[config.mk]
export PLATFORM = sky130hd
export DESIGN_NAME = commit_arbiter
export DESIGN_NICKNAME = d
export VERILOG_FILES = /design/src/rtl/commit_pkg.sv /design/src/rtl/commit_select.sv /design/src/rtl/commit_tally.sv /design/src/rtl/commit_counters.sv /design/src/rtl/commit_arbiter.sv
export SDC_FILE = /design/constraint.sdc
export NUM_CORES = 1
export LEC_CHECK = 0
export CORE_MARGIN = 5
export CORE_UTILIZATION = 50
export CTS_BUF_LIST = sky130_fd_sc_hd__clkbuf_4 sky130_fd_sc_hd__clkbuf_8
export DETAILED_ROUTE_END_ITERATION = 7
export PLACE_DENSITY_LB_ADDON = 0.2
export SLEW_MARGIN = 20
export SYNTH_ARGS = -nofsm -noshare
export SYNTH_HDL_FRONTEND = slang
export SYNTH_SLANG_ARGS = --single-unit
export TNS_END_PERCENT = 1
[constraint.sdc]
create_clock -name clk -period 3.4 [get_ports clk]
set_input_delay 0.68 -clock clk [delete_from_list [all_inputs] [get_ports clk]]
set_output_delay 0.68 -clock clk [all_outputs]
set_load 0.01 [all_outputs]
[src/rtl/commit_pkg.sv]
package commit_pkg;

  localparam int CNT_W = 64;

  // Number of set bits in a vector of up to 32 bits.
  function automatic int unsigned ones32(input logic [31:0] v);
    int unsigned n;
    n = 0;
    for (int i = 0; i < 32; i++) begin
      n = n + {31'd0, v[i]};
    end
    return n;
  endfunction

  // Isolate the least significant set bit.
  function automatic logic [31:0] lowest_one32(input logic [31:0] v);
    return v & (~v + 32'd1);
  endfunction

endpackage

[src/rtl/commit_select.sv]
module commit_select
  import commit_pkg::*;
#(
  parameter int NUM_UNITS = 6
) (
  input  logic                 clk,
  input  logic                 rst_n,
  input  logic [NUM_UNITS-1:0] unit_valid,
  input  logic [NUM_UNITS-1:0] unit_wb,
  output logic [NUM_UNITS-1:0] unit_pop,
  output logic [NUM_UNITS-1:0] wb_grant
);

  logic                 taken;
  logic [NUM_UNITS-1:0] wb_req;

  assign wb_req = unit_valid & unit_wb;

  always_comb begin
    taken    = 1'b0;
    unit_pop = '0;
    wb_grant = '0;
    for (int i = 0; i < NUM_UNITS; i++) begin
      if (unit_valid[i]) begin
        if (!unit_wb[i]) begin
          unit_pop[i] = 1'b1;
        end else if (!taken) begin
          unit_pop[i] = 1'b1;
          wb_grant[i] = 1'b1;
          taken       = 1'b1;
        end
      end
    end
  end

  AST_FIRST_WB: assert property (@(posedge clk) disable iff (!rst_n)
    (|wb_req) |-> (wb_grant == NUM_UNITS'(lowest_one32(32'(wb_req)))));

  AST_ONE_WRITE: assert property (@(posedge clk) disable iff (!rst_n)
    $countones(unit_pop & unit_wb) <= 1);

  AST_NOWB_RETIRES: assert property (@(posedge clk) disable iff (!rst_n)
    ((unit_valid & ~unit_wb) & ~unit_pop) == '0);

  AST_NO_IDLE_POP: assert property (@(posedge clk) disable iff (!rst_n)
    (unit_pop & ~unit_valid) == '0);

endmodule

[src/rtl/commit_tally.sv]
module commit_tally
  import commit_pkg::*;
#(
  parameter int NUM_UNITS   = 6,
  parameter int NUM_THREADS = 4,
  parameter int POP_W       = $clog2(NUM_UNITS + 1),
  parameter int SUM_W       = $clog2(NUM_UNITS * NUM_THREADS + 1)
) (
  input  logic [NUM_UNITS-1:0]                  unit_pop,
  input  logic [NUM_UNITS-1:0][NUM_THREADS-1:0] unit_tmask,
  output logic [POP_W-1:0]                      pop_cnt,
  output logic [SUM_W-1:0]                      thread_sum
);

  localparam int ONE_W = $clog2(NUM_THREADS + 1);

  logic [NUM_UNITS-1:0][ONE_W-1:0] unit_ones;

  for (genvar g = 0; g < NUM_UNITS; g++) begin : g_unit
    assign unit_ones[g] = unit_pop[g] ? ONE_W'(ones32(32'(unit_tmask[g]))) : '0;
  end

  assign pop_cnt = POP_W'(ones32(32'(unit_pop)));

  always_comb begin
    thread_sum = '0;
    for (int i = 0; i < NUM_UNITS; i++) begin
      thread_sum = thread_sum + SUM_W'(unit_ones[i]);
    end
  end

endmodule

[src/rtl/commit_counters.sv]
module commit_counters
  import commit_pkg::*;
#(
  parameter int POP_W = 3,
  parameter int SUM_W = 5
) (
  input  logic             clk,
  input  logic             rst_n,
  input  logic             issue_valid,
  input  logic [POP_W-1:0] pop_cnt,
  input  logic [SUM_W-1:0] thread_sum,
  output logic [CNT_W-1:0] issue_count,
  output logic [CNT_W-1:0] commit_count,
  output logic [CNT_W-1:0] thread_count,
  output logic             running
);

  always_ff @(posedge clk or negedge rst_n) begin
    if (!rst_n) begin
      issue_count  <= '0;
      commit_count <= '0;
      thread_count <= '0;
    end else begin
      issue_count  <= issue_count + CNT_W'(issue_valid);
      commit_count <= commit_count + CNT_W'(pop_cnt);
      thread_count <= thread_count + CNT_W'(thread_sum);
    end
  end

  assign running = (commit_count != issue_count);

  AST_COMMIT_LE_ISSUE: assert property (@(posedge clk) disable iff (!rst_n)
    commit_count <= issue_count);

endmodule

[src/rtl/commit_arbiter.sv]
module commit_arbiter
  import commit_pkg::*;
#(
  parameter int NUM_UNITS   = 6,
  parameter int NUM_THREADS = 4,
  parameter int RD_W        = 5,
  parameter int WID_W       = 2
) (
  input  logic                                  clk,
  input  logic                                  rst_n,
  input  logic                                  issue_valid,
  input  logic [NUM_UNITS-1:0]                  unit_valid,
  input  logic [NUM_UNITS-1:0]                  unit_wb,
  input  logic [NUM_UNITS-1:0][NUM_THREADS-1:0] unit_tmask,
  input  logic [NUM_UNITS-1:0][RD_W-1:0]        unit_rd,
  input  logic [NUM_UNITS-1:0][WID_W-1:0]       unit_wid,
  output logic [NUM_UNITS-1:0]                  unit_pop,
  output logic [NUM_UNITS-1:0]                  rel_valid,
  output logic [NUM_UNITS-1:0][RD_W-1:0]        rel_rd,
  output logic [NUM_UNITS-1:0][WID_W-1:0]       rel_wid,
  output logic [NUM_UNITS-1:0]                  wb_grant,
  output logic [63:0]                           issue_count,
  output logic [63:0]                           commit_count,
  output logic [63:0]                           thread_count,
  output logic                                  running
);

  localparam int POP_W = $clog2(NUM_UNITS + 1);
  localparam int SUM_W = $clog2(NUM_UNITS * NUM_THREADS + 1);

  logic [POP_W-1:0] pop_cnt;
  logic [SUM_W-1:0] thread_sum;

  commit_select #(.NUM_UNITS(NUM_UNITS)) i_select (
    .clk        (clk),
    .rst_n      (rst_n),
    .unit_valid (unit_valid),
    .unit_wb    (unit_wb),
    .unit_pop   (unit_pop),
    .wb_grant   (wb_grant)
  );

  commit_tally #(
    .NUM_UNITS   (NUM_UNITS),
    .NUM_THREADS (NUM_THREADS),
    .POP_W       (POP_W),
    .SUM_W       (SUM_W)
  ) i_tally (
    .unit_pop   (unit_pop),
    .unit_tmask (unit_tmask),
    .pop_cnt    (pop_cnt),
    .thread_sum (thread_sum)
  );

  commit_counters #(.POP_W(POP_W), .SUM_W(SUM_W)) i_counters (
    .clk          (clk),
    .rst_n        (rst_n),
    .issue_valid  (issue_valid),
    .pop_cnt      (pop_cnt),
    .thread_sum   (thread_sum),
    .issue_count  (issue_count),
    .commit_count (commit_count),
    .thread_count (thread_count),
    .running      (running)
  );

  // Scoreboard release routing: same cycle as the pop.
  for (genvar g = 0; g < NUM_UNITS; g++) begin : g_rel
    assign rel_valid[g] = unit_pop[g];
    assign rel_rd[g]    = unit_pop[g] ? unit_rd[g]  : '0;
    assign rel_wid[g]   = unit_pop[g] ? unit_wid[g] : '0;
  end

  AST_GRANT_IS_WB_POP: assert property (@(posedge clk) disable iff (!rst_n)
    (unit_pop & unit_wb) == wb_grant);

  AST_COMMIT_STEP: assert property (@(posedge clk) disable iff (!rst_n)
    1'b1 |=> (commit_count - $past(commit_count)) == 64'($countones($past(unit_pop))));

endmodule

# Word level (Yosys, flattened, before mapping)
# Index checks and enable logic that the tools add are counted.
# op_classes
n_addsub,31
eq_ne,1
muxes,54
# ops
cell,n
adder 64 x 1 -> 64 bit,1
adder 64 x 3 -> 64 bit,1
adder 64 x 5 -> 64 bit,1
inequality test 64 bit,1
adder 3 x 1 -> 3 bit,16
2-to-1 mux 1 bit,36
2-to-1 mux 5 bit,6
adder 5 x 3 -> 5 bit,4
2-to-1 mux 3 bit,6
adder 1 x 1 -> 2 bit,7
2-to-1 mux 2 bit,6
adder 3 x 3 -> 4 bit,1
# word_totals
ff_bits,192
inputBits,81
out_inout_bits,253
word_cells,89

# Depth between registers and ports, before layout
# Gate-level depths: netlist (run 1).
# logic_depth
depth_word,16
mapped_depth,25
mapped_depth_nobuf,24

# Hierarchy
# Synthesis (run 1) repeated with hierarchy kept, for this count alone.
# hier_totals
cells_unflattened,1073
hier_area_um2,11011.8
# modules_own_cells
mod,n_inst,cells_each,area_per_inst_um2,seq_area_each_um2
commit_counters,1,929,9761.9,4804.6
commit_tally,1,74,793.3,0.0
commit_arbiter,1,48,307.8,0.0
commit_select,1,22,148.9,0.0

# Worst setup path after synthesis (run 1)
# OpenSTA, ideal clock, no wires.
# synth_path
path_kind,input to register
start,input port unit_tmask[0] (netlist name)
end,register i_counters.thread_count[63]
setup_ns,0.079
t_arrival_ns,6.290
required_ns,3.321
path_slack_ns,-2.969
stages,24
n_path_buf,1
cell_sequence,ha_1 > inv_1 > fa_1 > nor2b_1 > ha_1 > inv_1 > fa_1 > xnor2_1 > fa_1 > inv_1 > fa_1 > fa_1 > inv_1 > ha_1 > a21o_1 > a21oi_1 > xor2_1 > ha_1 > o21ai_0 > nor4_1 > nand4_1 > clkbuf_1 > nor4_1 > xor2_1
# synth_between
elab_chain_len,10
# synth_lines
element,line,source
start: declaration,commit_arbiter.sv:14,"input logic [NUM_UNITS-1:0][NUM_THREADS-1:0] unit_tmask,"
adder 1 x 1 -> 2 bit,commit_pkg.sv:10,"n = n + {31'd0, v[i]};"
adder 3 x 1 -> 3 bit (2 in series),commit_pkg.sv:10,
2-to-1 mux 3 bit,commit_tally.sv:20,assign unit_ones[g] = unit_pop[g] ? ONE_W'(ones32(32'(unit_tmask[g]))) : '0;
adder 3 x 3 -> 4 bit,commit_tally.sv:28,thread_sum = thread_sum + SUM_W'(unit_ones[i]);
adder 5 x 3 -> 5 bit (4 in series),commit_tally.sv:28,
adder 64 x 5 -> 64 bit,commit_counters.sv:26,thread_count <= thread_count + CNT_W'(thread_sum);
end signal: assignment,commit_counters.sv:26,
end: declaration,commit_counters.sv:14,"output logic [CNT_W-1:0] thread_count,"
# Every way passes these cells.

# Final worst setup path (run 1)
# layout_path
start,input port unit_tmask[0] (netlist name)
end,register i_counters.thread_count[53]
# Same word-level chain as after synthesis.

==> metrics.txt, run 1 <==
syn avg cell area between 9 and 10 um^2; Synth top cells by count dfrtp_1 (192), xnor2_1 (148), xor2_1 (104), nand2_1 (90), nand3_1 (76); Remaining DRCs 0; CP Launch Type primary input; first-pass GRT wire length 56510 um; row count 54; Post-Synth Simple-Gate Area around a quarter; Final Instance Area 16220 um^2; DRT antenna net count 0; register bit total from synthesis ~190; min Tclk post-route 5.859 ns; clk_lat worst skew approximately 0.47 ns; Synth Warn # 0; Leakage between 7 and 8 nW; Yosys top cell by area dfrtp_1; Cells after Synth 1124; maximum fanout along the worst path 6; worst hold path class in2async; fraction of registers with async set/reset between 90% and 100%; Mapped Area 11090 um^2; Total Wirelength approximately 35000 um; failing checks setup timing; drt via density 5.518; DR pass1 iterations 5; Die Y approximately 160 um; share of the synthesized area in the top cell type 43.34%; Power Dens Cells 416.4 nW/um^2; count leader, synth dfrtp_1; post-synthesis adder-cell area fraction under 10%; area post-placement between 15000 and 20000 um^2; data arrival time of the worst path 6.21 ns; RSZ-0062 raised after global routing yes; clock-pin slew on the worst setup and hold paths approximately 0.11 ns; R2R depth 5; starting density of the core approximately 51%; via count ~10000; Worst VDD drop approximately 0.37 mV; Die X 158.9 um; WHS roughly 0.26 ns; slew margin rel. about 50%; Slew @ Worst Pin between 0.7 and 0.8 ns; CTS tree built; status finished, violations left; Max Buffers Root-to-Sink 2; final setup margin -2.459 ns; Final #Nets between 1500 and 2000; TritonCTS Buffers 17; grt ovf 0; IO Pins between 300 and 400; final setup fails 134; WL/cell roughly 19 um; Worst EP required 3.75 ns; EDFF count, synth 0; share of cells above drive strength 1 between 10% and 20%; final hold vios 0; PortBufs roughly 330; vias in the first global route ~10000; Post-Synth XOR/XNOR Area roughly 20%; Antenna Cells 0; Seq/Total Area, Yosys about 43%; Post-CTS Hold Buffers 0; GPL Wtd Cong between 0.9 and 1; Synth cell types 46; Post-Syn Nets 1257; initial antenna violation count 0; period utilization 172.3%; max-cap violation count 0; root buffer cell clkbuf_8; largest cells by area after synthesis dfrtp_1 (43%), xnor2_1 (12%), xor2_1 (8.2%), nand4_1 (4.0%), fa_1 (3.8%); core area between 20000 and 25000 um^2; post-DP HPWL around 27000 um; aggregate global-route resource usage a little over a quarter; htree depth 4; post-synthesis mux area share 0%; largest net degree at the start of global routing just over 90; CP Capture Type flip-flop; R2R setup slack between 0.8 and 0.9 ns; Compound-Gate Fraction of Synth Area ~1.6%; clock sink count 192; die area about 25000 um^2; FMAX 170.7 MHz; initial DRC count about 740; WS Path Type in2reg; area delta synth->final 46.30%; ys flop type dfrtp_1; largest family of logic cells by synthesized area simple AND/OR/NAND/NOR gates; Worst R2R End i_counters.issue_count[63]; Final Max Slew Viols 0; clock skew around 0.017 ns; worst reg2reg startpoint i_counters.issue_count[7]
[power by group]
| group | internal, W | switching [W] |
|---|---|---|
| clock network | 0.000563 | 0.000903 |
| logic | 0.00137 | 0.00120 |
| registers | 0.00245 | 0.000272 |
[flip-flops by register name, summed over array words and instances, names as in the netlist]
register,flops
i_counters.commit_count,64
i_counters.issue_count,64
i_counters.thread_count,64
[area by class of cell]
| type | instances | area, um^2 |
|---|---|---|
| Clock buffer | 19 | 255.2 |
| Clock inverter | 13 | 123.9 |
| Fill cell | 1560 | 5605 |
| Inverter | 69 | 259.0 |
| Multi-Input combinational cell | 827 | 6384 |
| Sequential cell | 192 | 4805 |
| Tap cell | 280 | 350.3 |
| Timing Repair Buffer | 415 | 4041 |
[through the flow]
stage	total power (W)	setup WS [ns]	std cells	TNS [ns]	utilization, %
5_1_grt	0.007081	-2.635	1815	-241.45	74.31
3_5_place_dp	0.004891	-3.456	1770	-337.61	69.95
6_report	0.006753	-2.459	1815	-216.18	74.31
3_3_place_gp	0.004833	-3.323	1770	-326.91	69.95
2_1_floorplan	0.003800	-2.694	1124	-219.30	-
4_1_cts	0.006599	-2.378	1813	-212.86	73.54
[what timing repair did]
action                                  in CTS  in global routing
cloned                                       1                  0
pin swaps                                   48                 11
buffers inserted                            10                  2
resized for setup                          144                 30
endpoints found under the setup margin     160                160
[cell families (layout without fill, tap and decap cells)]
group	count (synthesis)	after routing
and+or+nand+nor	497	497
xor gates and xnor gates	252	252
DFF	192	192
buffers and inverters	105	516
adders and majority gates	52	52
AOI/OAI and AO/OA	26	26
[placed cells by master, fill, tap and decap left out, drive strengths merged, types with 2 or more instances in the layout]
cell and n:
a211oi 2, a21boi 4, a21o 4, a21oi 9, and2 56, and3 14
and4 5, buf 88, clkbuf 20, clkdlybuf4s15 13, clkdlybuf4s50 298, clkinv 3
clkinvlp 4, dfrtp 192, dlygate4sd2 15, fa 21, ha 31, inv 75
nand2 90, nand2b 4, nand3 77, nand4 70, nor2 75, nor2b 5
nor3 43, nor4 42, nor4b 3, or2 5, or3 3, xnor2 148
xor2 104
[worst max-delay path: stages]
cell and delay [ns]:
buf_6 0.10, ha_4 0.25, inv_2 0.03, fa_1 0.44
nor2b_1 0.14, ha_2 0.20, inv_2 0.04, fa_2 0.56
inv_2 0.04, fa_1 0.48, inv_2 0.04, fa_2 0.43
fa_1 0.50, inv_2 0.05, ha_4 0.16, fa_2 0.35
xor2_1 0.20, ha_2 0.33, a211o_1 0.34, a31o_4 0.23
nand4_1 0.11, buf_6 0.14, buf_12 0.14, nor4_4 0.04
xor2_1 0.17
[metal layers]
layer  track usage (%)  routed length [um]  up-vias
met5                 0                   0        -
met4             8.337                 868        0
met3             7.076                2706       55
met2             46.99               17950      443
met1             34.21               13850     4935
li1                  -                   -     4583
[worst max path at each step]
stage | startpoint | endpoint | slack (ns) | cells after the start
global route | unit_tmask[0] | i_counters.thread_count[58] | -2.63 | 26
CTS | unit_tmask[0] | i_counters.thread_count[53] | -2.38 | 25
floorplan | unit_tmask[4] | i_counters.thread_count[62] | -2.69 | 24
global placement | unit_tmask[4] | i_counters.thread_count[53] | -3.32 | 24
detailed placement | unit_tmask[0] | i_counters.thread_count[27] | -3.46 | 25
finish | unit_tmask[0] | i_counters.thread_count[53] | -2.46 | 25
(Power assumes the default switching activity.)
==> run 2: changes to the inputs <==
- CTS_CLUSTER_SIZE: default -> 40
- GPL_TIMING_DRIVEN: default -> 0
==> run 2 against run 1 <==
Compared with the run above:
- the flow still finishes with violations (setup timing)
- utilization fell by 0.35 points
- first-iteration DRC count up 4.2%
- combinational power about the same
- critical endpoint is now i_counters.thread_count[37]
- critical path type unchanged
- fmax rose by 0.78%
- power increased by 1.4%
==> metrics.txt, run 2 (synthesized netlist as in run 1, its figures left out) <==
data arrival time of the worst path 6.19 ns (was 6.21 ns); period utilization 171.0% (was 172.3%); area of the multi-input gates 6475 um^2 (was 6384 um^2); final hold vios 0 (unchanged); WP depth 25 (unchanged); PortBufs 333 (unchanged); CTS tree built (unchanged); final setup fails 124 (was 134); area post-placement 14950 um^2 (was 15260 um^2); GPL Wtd Cong 0.9141 (was 0.9188); Worst VDD drop 0.4568 mV (was 0.3682 mV); Post-CTS Hold Buffers 0 (unchanged); status finished, violations left (unchanged); area delta synth->final 45.61% (was 46.30%); htree depth 4 (unchanged); Slew @ Worst Pin 0.9237 ns (was 0.7515 ns); # placed instances 1738 (was 1770); Leakage 7.120 nW (was 7.213 nW); clock skew 0.02115 ns (was 0.01700 ns); largest net degree at the start of global routing 100 (was 93); Max Buffers Root-to-Sink 2 (unchanged); root buffer cell clkbuf_8 (unchanged); post-DP HPWL 26600 um (was 27280 um); worst hold path class in2async (unchanged); drt via density 5.537 (was 5.518); Power Total 0.006847 W (was 0.006753 W); failing checks setup timing (unchanged); CP Launch Type primary input (unchanged); first-pass GRT wire length 56110 um (was 56510 um); WS Path Type in2reg (unchanged); FMAX 172.0 MHz (was 170.7 MHz); commonest non-fill, non-tap cell in the layout clkdlybuf4s50_1 (unchanged); Die Y 158.9 um (unchanged); Register Area 4805 um^2 (unchanged); Final Instance Area 16140 um^2 (was 16220 um^2); CP Capture Type flip-flop (unchanged); grt ovf 0 (unchanged); max-cap violation count 0 (unchanged); vias in the first global route 10080 (was 10400); Power Dens Cells 424.2 nW/um^2 (was 416.4 nW/um^2); via count 9939 (was 10020); cell family with most CP delay adder cells (unchanged); RSZ-0062 raised after global routing yes (unchanged); core area 21820 um^2 (unchanged); final-layout fill cell count 1520 (was 1560); WL/cell 19.65 um (was 19.49 um); die area 25250 um^2 (unchanged); R2R depth 7 (was 5); row count 54 (unchanged); Non-Filler Instances 1795 (was 1815); Final #Nets 1634 (was 1655); critical path's slowest cell fa_1 (was fa_2); slew margin rel. 37.85% (was 49.90%); top flop regs i_counters.commit_count x64, i_counters.issue_count x64, i_counters.thread_count x64 (unchanged); aggregate global-route resource usage 27.30% (was 27.41%); IO Pins 334 (unchanged); DRT antenna net count 0 (unchanged); final setup margin -2.414 ns (was -2.459 ns); clk_lat worst skew 0.49 ns (was 0.47 ns); initial DRC count 766 (was 735); Final Max Slew Viols 0 (unchanged); Worst Path Buf+Inv 8 (unchanged); min Tclk post-route 5.814 ns (was 5.859 ns); Total Wirelength 35280 um (was 35370 um); starting density of the core 50.80% (unchanged); maximum fanout along the worst path 5 (was 6); max incr delay on CP 0.52 ns (was 0.56 ns); clock sink count 192 (unchanged); Worst EP required 3.78 ns (was 3.75 ns); Die X 158.9 um (unchanged); TritonCTS Buffers 17 (unchanged); initial antenna violation count 1 (was 0); most frequent cells in the layout clkdlybuf4s50_1 (320), dfrtp_1 (192), xnor2_1 (143), xor2_1 (102), nand2_1 (88) (was clkdlybuf4s50_1 (298), dfrtp_1 (192), xnor2_1 (143), xor2_1 (103), nand2_1 (89)); share of cells above drive strength 1 12.81% (was 15.11%); clock-pin slew on the worst setup and hold paths 0.11 ns (about the same); Remaining DRCs 0 (unchanged); DR pass1 iterations 5 (unchanged)
-- run 2: cell count changes in the layout (fill, tap and decap cells not counted), moves of 5 or more --
cell	delta
nor4_1	+5
dlygate4sd2_1	-11
clkdlybuf4s50_1	+22
buf_4	-45
nor4_2	-7
clkdlybuf4s15_2	-8
clkbuf_1	+14
-- run 2: worst paths after layout --
check	from	end	slack (ns)
min reg2reg	i_counters.thread_count[63]	i_counters.thread_count[63]	0.48
min	rst_n	i_counters.issue_count[21]	0.20
min in group clk	i_counters.thread_count[63]	i_counters.thread_count[63]	0.48
max in group asynchronous	rst_n	i_counters.thread_count[11]	2.26
max reg2reg	i_counters.issue_count[0]	i_counters.issue_count[40]	0.45
max	unit_tmask[5]	i_counters.thread_count[37]	-2.41
-- run 2: power by group --
group	internal, W	leakage (nW)	switching [W]
Combinational	0.00133	4.34	0.00123
Clock	0.000627	0.205	0.000947
Sequential	0.00245	2.57	0.000267
-- run 2: stage by stage --
| step | worst slack [ns] | TNS [ns] | util, % | hold slack, ns |
|---|---|---|---|---|
| 3_5_place_dp | -3.785 | -385.28 | 68.51 | 0.4675 |
| 5_1_grt | -2.564 | -207.59 | 73.97 | 0.2470 |
| 3_3_place_gp | -6.431 | -1601.97 | 68.36 | 0.4585 |
| 6_report | -2.414 | -181.87 | 73.97 | 0.1990 |
| 2_1_floorplan | -2.694 | -219.30 | - | 0.3844 |
| 4_1_cts | -2.418 | -183.75 | 73.05 | 0.2275 |
-- run 2: timing repair --
| action | CTS | global route |
|---|---|---|
| gates resized for setup | 137 | 32 |
| buffers inserted | 16 | 7 |
| hold endpoints to repair | 0 | 0 |
| gates cloned | 2 | 0 |
| pin swaps | 71 | 40 |
| setup endpoints to repair | 170 | 143 |
-- run 2: cell type report --
| type | instances | area share (%) |
|---|---|---|
| inverter | 69 | 1.620 |
| timing repair buffer | 359 | 22.20 |
| antenna | 1 | 0.01550 |
| sequential | 192 | 29.77 |
| buffer | 35 | 1.589 |
| multi-input combinational | 827 | 40.11 |
| clock inverter | 14 | 1.031 |
| clock buffer | 18 | 1.496 |
| tap | 280 | 2.170 |
-- run 2: layer usage --
metal	GRT usage (%)	vias up	wire length, um
met5	0	-	0
met4	9.345	0	1221
met3	6.895	79	2679
met2	46.11	486	17670
met1	34.30	4834	13710
li1	-	4540	-
==> run 3: changes to the inputs <==
- CORE_MARGIN: 5 -> default
==> run 3 against run 2 <==
Compared with the run above:
- the flow still finishes with violations (setup timing)
- flip-flop and latch count unchanged
- combinational power down 9.0%
- sequential power is essentially flat
- critical path depth is 1 lower
- clock skew is 0.0027 ns higher
- clock power decreased by 9%
- global-route usage up 2.4 points
- hold slack worse by 0.037 ns
- fmax increased by 0.93%
- final cell count down 0.33%
- die area shrank 9.8%
- critical endpoint is now i_counters.thread_count[55]
- largest power group unchanged
==> metrics.txt, run 3 (synthesized netlist as in run 1, its figures left out) <==
maximum fanout along the worst path 5 (unchanged); row count 54 (unchanged); commonest non-fill, non-tap cell in the layout clkdlybuf4s50_1 (unchanged); initial DRC count 549 (was 766); Post-CTS Hold Buffers 0 (unchanged); final setup margin -2.361 ns (was -2.414 ns); pre-CTS setup slack -3.729 ns (was -3.785 ns); DR pass1 iterations 5 (unchanged); starting density of the core 50.95% (was 50.80%); GPL Wtd Cong 0.9273 (was 0.9141); CP Capture Type flip-flop (unchanged); slew margin rel. 40.38% (was 37.85%); Worst VDD drop 0.4490 mV (was 0.4568 mV); Remaining DRCs 0 (unchanged); clk_lat worst skew 0.48 ns (was 0.49 ns); initial antenna violation count 1 (unchanged); Leakage 6.955 nW (was 7.120 nW); via count 9895 (was 9939); final hold vios 0 (unchanged); status finished, violations left (unchanged); Slew @ Worst Pin 0.8862 ns (was 0.9237 ns); max incr delay on CP 0.53 ns (was 0.52 ns); Max Buffers Root-to-Sink 2 (unchanged); first-pass GRT wire length 51180 um (was 56110 um); clock skew 0.02382 ns (was 0.02115 ns); switching portion of total power 35.37% (was 35.69%); IO Pins 334 (unchanged); Worst EP required 3.75 ns (was 3.78 ns); vias in the first global route 9643 (was 10080); CTS tree built (unchanged); clock-pin slew on the worst setup and hold paths 0.11 ns (about the same); most frequent cells in the layout clkdlybuf4s50_1 (319), dfrtp_1 (192), xnor2_1 (145), xor2_1 (102), nand2_1 (88) (was clkdlybuf4s50_1 (320), dfrtp_1 (192), xnor2_1 (143), xor2_1 (102), nand2_1 (88)); die area 22770 um^2 (was 25250 um^2); root buffer cell clkbuf_8 (unchanged); Power Dens Cells 406.8 nW/um^2 (was 424.2 nW/um^2); critical path cell sequence buf_6 -> ha_4 -> inv_2 -> fa_1 -> nor2b_1 -> ha_2 -> inv_2 -> fa_2 -> inv_2 -> fa_1 -> inv_2 -> fa_2 -> fa_1 -> inv_2 -> ha_4 -> fa_2 -> xor2_2 -> ha_4 -> a211o_1 -> a31o_4 -> nand4_1 -> buf_4 -> nor2_4 -> xor2_1; core area 21760 um^2 (was 21820 um^2); RSZ-0062 raised after global routing yes (unchanged); drt via density 5.531 (was 5.537); PortBufs 333 (unchanged); cell family with most CP delay adder cells (unchanged); fin util 73.11% (was 73.97%); part of the power in combinational logic 36.0% (was 37.4%); critical path's slowest cell fa_1 (unchanged); clock sink count 192 (unchanged); area delta synth->final 43.49% (was 45.61%); grt ovf 0 (unchanged); TritonCTS Buffers 17 (unchanged); cell internal pwr 0.004182 W (was 0.004403 W); Final #Nets 1629 (was 1634); largest net degree at the start of global routing 99 (was 100); Clk pwr share 22.1% (was 23.0%); post-DP HPWL 25600 um (was 26600 um); Sw Pwr 0.002289 W (was 0.002444 W); Worst Path Buf+Inv 7 (was 8); Final Max Slew Viols 0 (unchanged); WS Path Type in2reg (unchanged); final setup fails 129 (was 124); aggregate global-route resource usage 29.71% (was 27.30%); FMAX 173.6 MHz (was 172.0 MHz); period utilization 169.4% (was 171.0%); max-cap violation count 0 (unchanged); min Tclk post-route 5.761 ns (was 5.814 ns); CP most frequent cell inv_2; share of cells above drive strength 1 11.41% (was 12.81%); CP Launch Type primary input (unchanged); Non-Filler Instances 1789 (was 1795); data arrival time of the worst path 6.11 ns (was 6.19 ns); Seq pwr share 41.8% (was 39.7%); htree depth 4 (unchanged); # placed instances 1739 (was 1738); Die X 150.9 um (was 158.9 um); top flop regs i_counters.commit_count x64, i_counters.issue_count x64, i_counters.thread_count x64 (unchanged); Die Y 150.9 um (was 158.9 um); failing checks setup timing (unchanged); WL/cell 18.64 um (was 19.65 um); worst hold path class in2async (unchanged); Total Wirelength 33340 um (was 35280 um); DRT antenna net count 0 (unchanged)
==> run 3: cell count changes in the layout (fill, tap and decap cells not counted), sizes merged, moves of 2 or more <==
cell,previous run,this run
buf,46,38
clkinv,5,3
clkinvlp,1,4
dlygate4sd2,4,8
==> run 3: worst paths after layout <==
kind | end | startpoint | slack (ns) | cells past startpoint
max in group asynchronous | i_counters.thread_count[10] | rst_n | 2.39 | 3
worst max register to register | i_counters.issue_count[28] | i_counters.issue_count[0] | 0.49 | 7
worst max-delay path | i_counters.thread_count[55] | unit_tmask[1] | -2.36 | 24
worst min register to register | i_counters.thread_count[63] | i_counters.thread_count[63] | 0.48 | 1
worst min-delay path | i_counters.commit_count[20] | rst_n | 0.16 | 2
min in group clk | i_counters.thread_count[63] | i_counters.thread_count[63] | 0.48 | 1
==> run 3: layer usage <==
layer  track usage [%]  wire, um  part of all wire [%]
met5                 0         0                     0
met1             36.38     12870                    39
met3             5.934      2442                   7.3
met2             49.79     16560                    50
met4             15.00      1473                   4.4
==> run 3: stage by stage <==
step                      power [W]  setup TNS [ns]  hold WS, ns  instance area [um^2]
final                      0.006471         -182.78       0.1624                 15910
after floorplan            0.003800         -219.30       0.3844                 11240
after CTS                  0.006440         -189.75       0.1941                 15780
after detailed placement   0.004675         -378.67       0.4671                 14980
after global routing       0.006809         -206.96       0.2055                 15910
after global placement     0.004605        -1595.15       0.4573                 14920
==> run 3: cell type report <==
type / instances / area, um^2
clock buffers: 18 / 241.5
well taps: 280 / 350.3
plain buffers: 35 / 232.7
repair buffers: 354 / 3543
flip-flops and latches: 192 / 4805
fillers: 1623 / 5849
multi-input cells: 827 / 6349
inverters: 69 / 259.0
clock inverters: 13 / 123.9
diodes: 1 / 2.502
==> run 3: power by group through the flow <==
| stage | combinational [W] | sequential, W | clock, W |
|---|---|---|---|
| after floorplan | 0.00105 | 0.00275 | 0 |
| after global placement | 0.00188 | 0.00273 | 0 |
| after detailed placement | 0.00194 | 0.00273 | 0 |
| after CTS | 0.00228 | 0.00271 | 0.00146 |
| after global routing | 0.00253 | 0.00273 | 0.00154 |
| final | 0.00233 | 0.00271 | 0.00143 |
==> run 3: what timing repair did <==
action | CTS | global route
resized for setup | 112 | 19
pin swaps | 56 | 30
gates cloned | 2 | 0
endpoints found under the setup margin | 170 | 144
buffers inserted | 10 | 9
==> run 3: worst register-to-register path, cell delays in order, from the launching register on <==
cell	delay (ns)
dfrtp_1	0.41
ha_1	0.23
ha_1	0.23
nand2_1	0.15
nor4_1	0.71
nor4b_4	0.68
and3_1	0.27
xor2_1	0.15
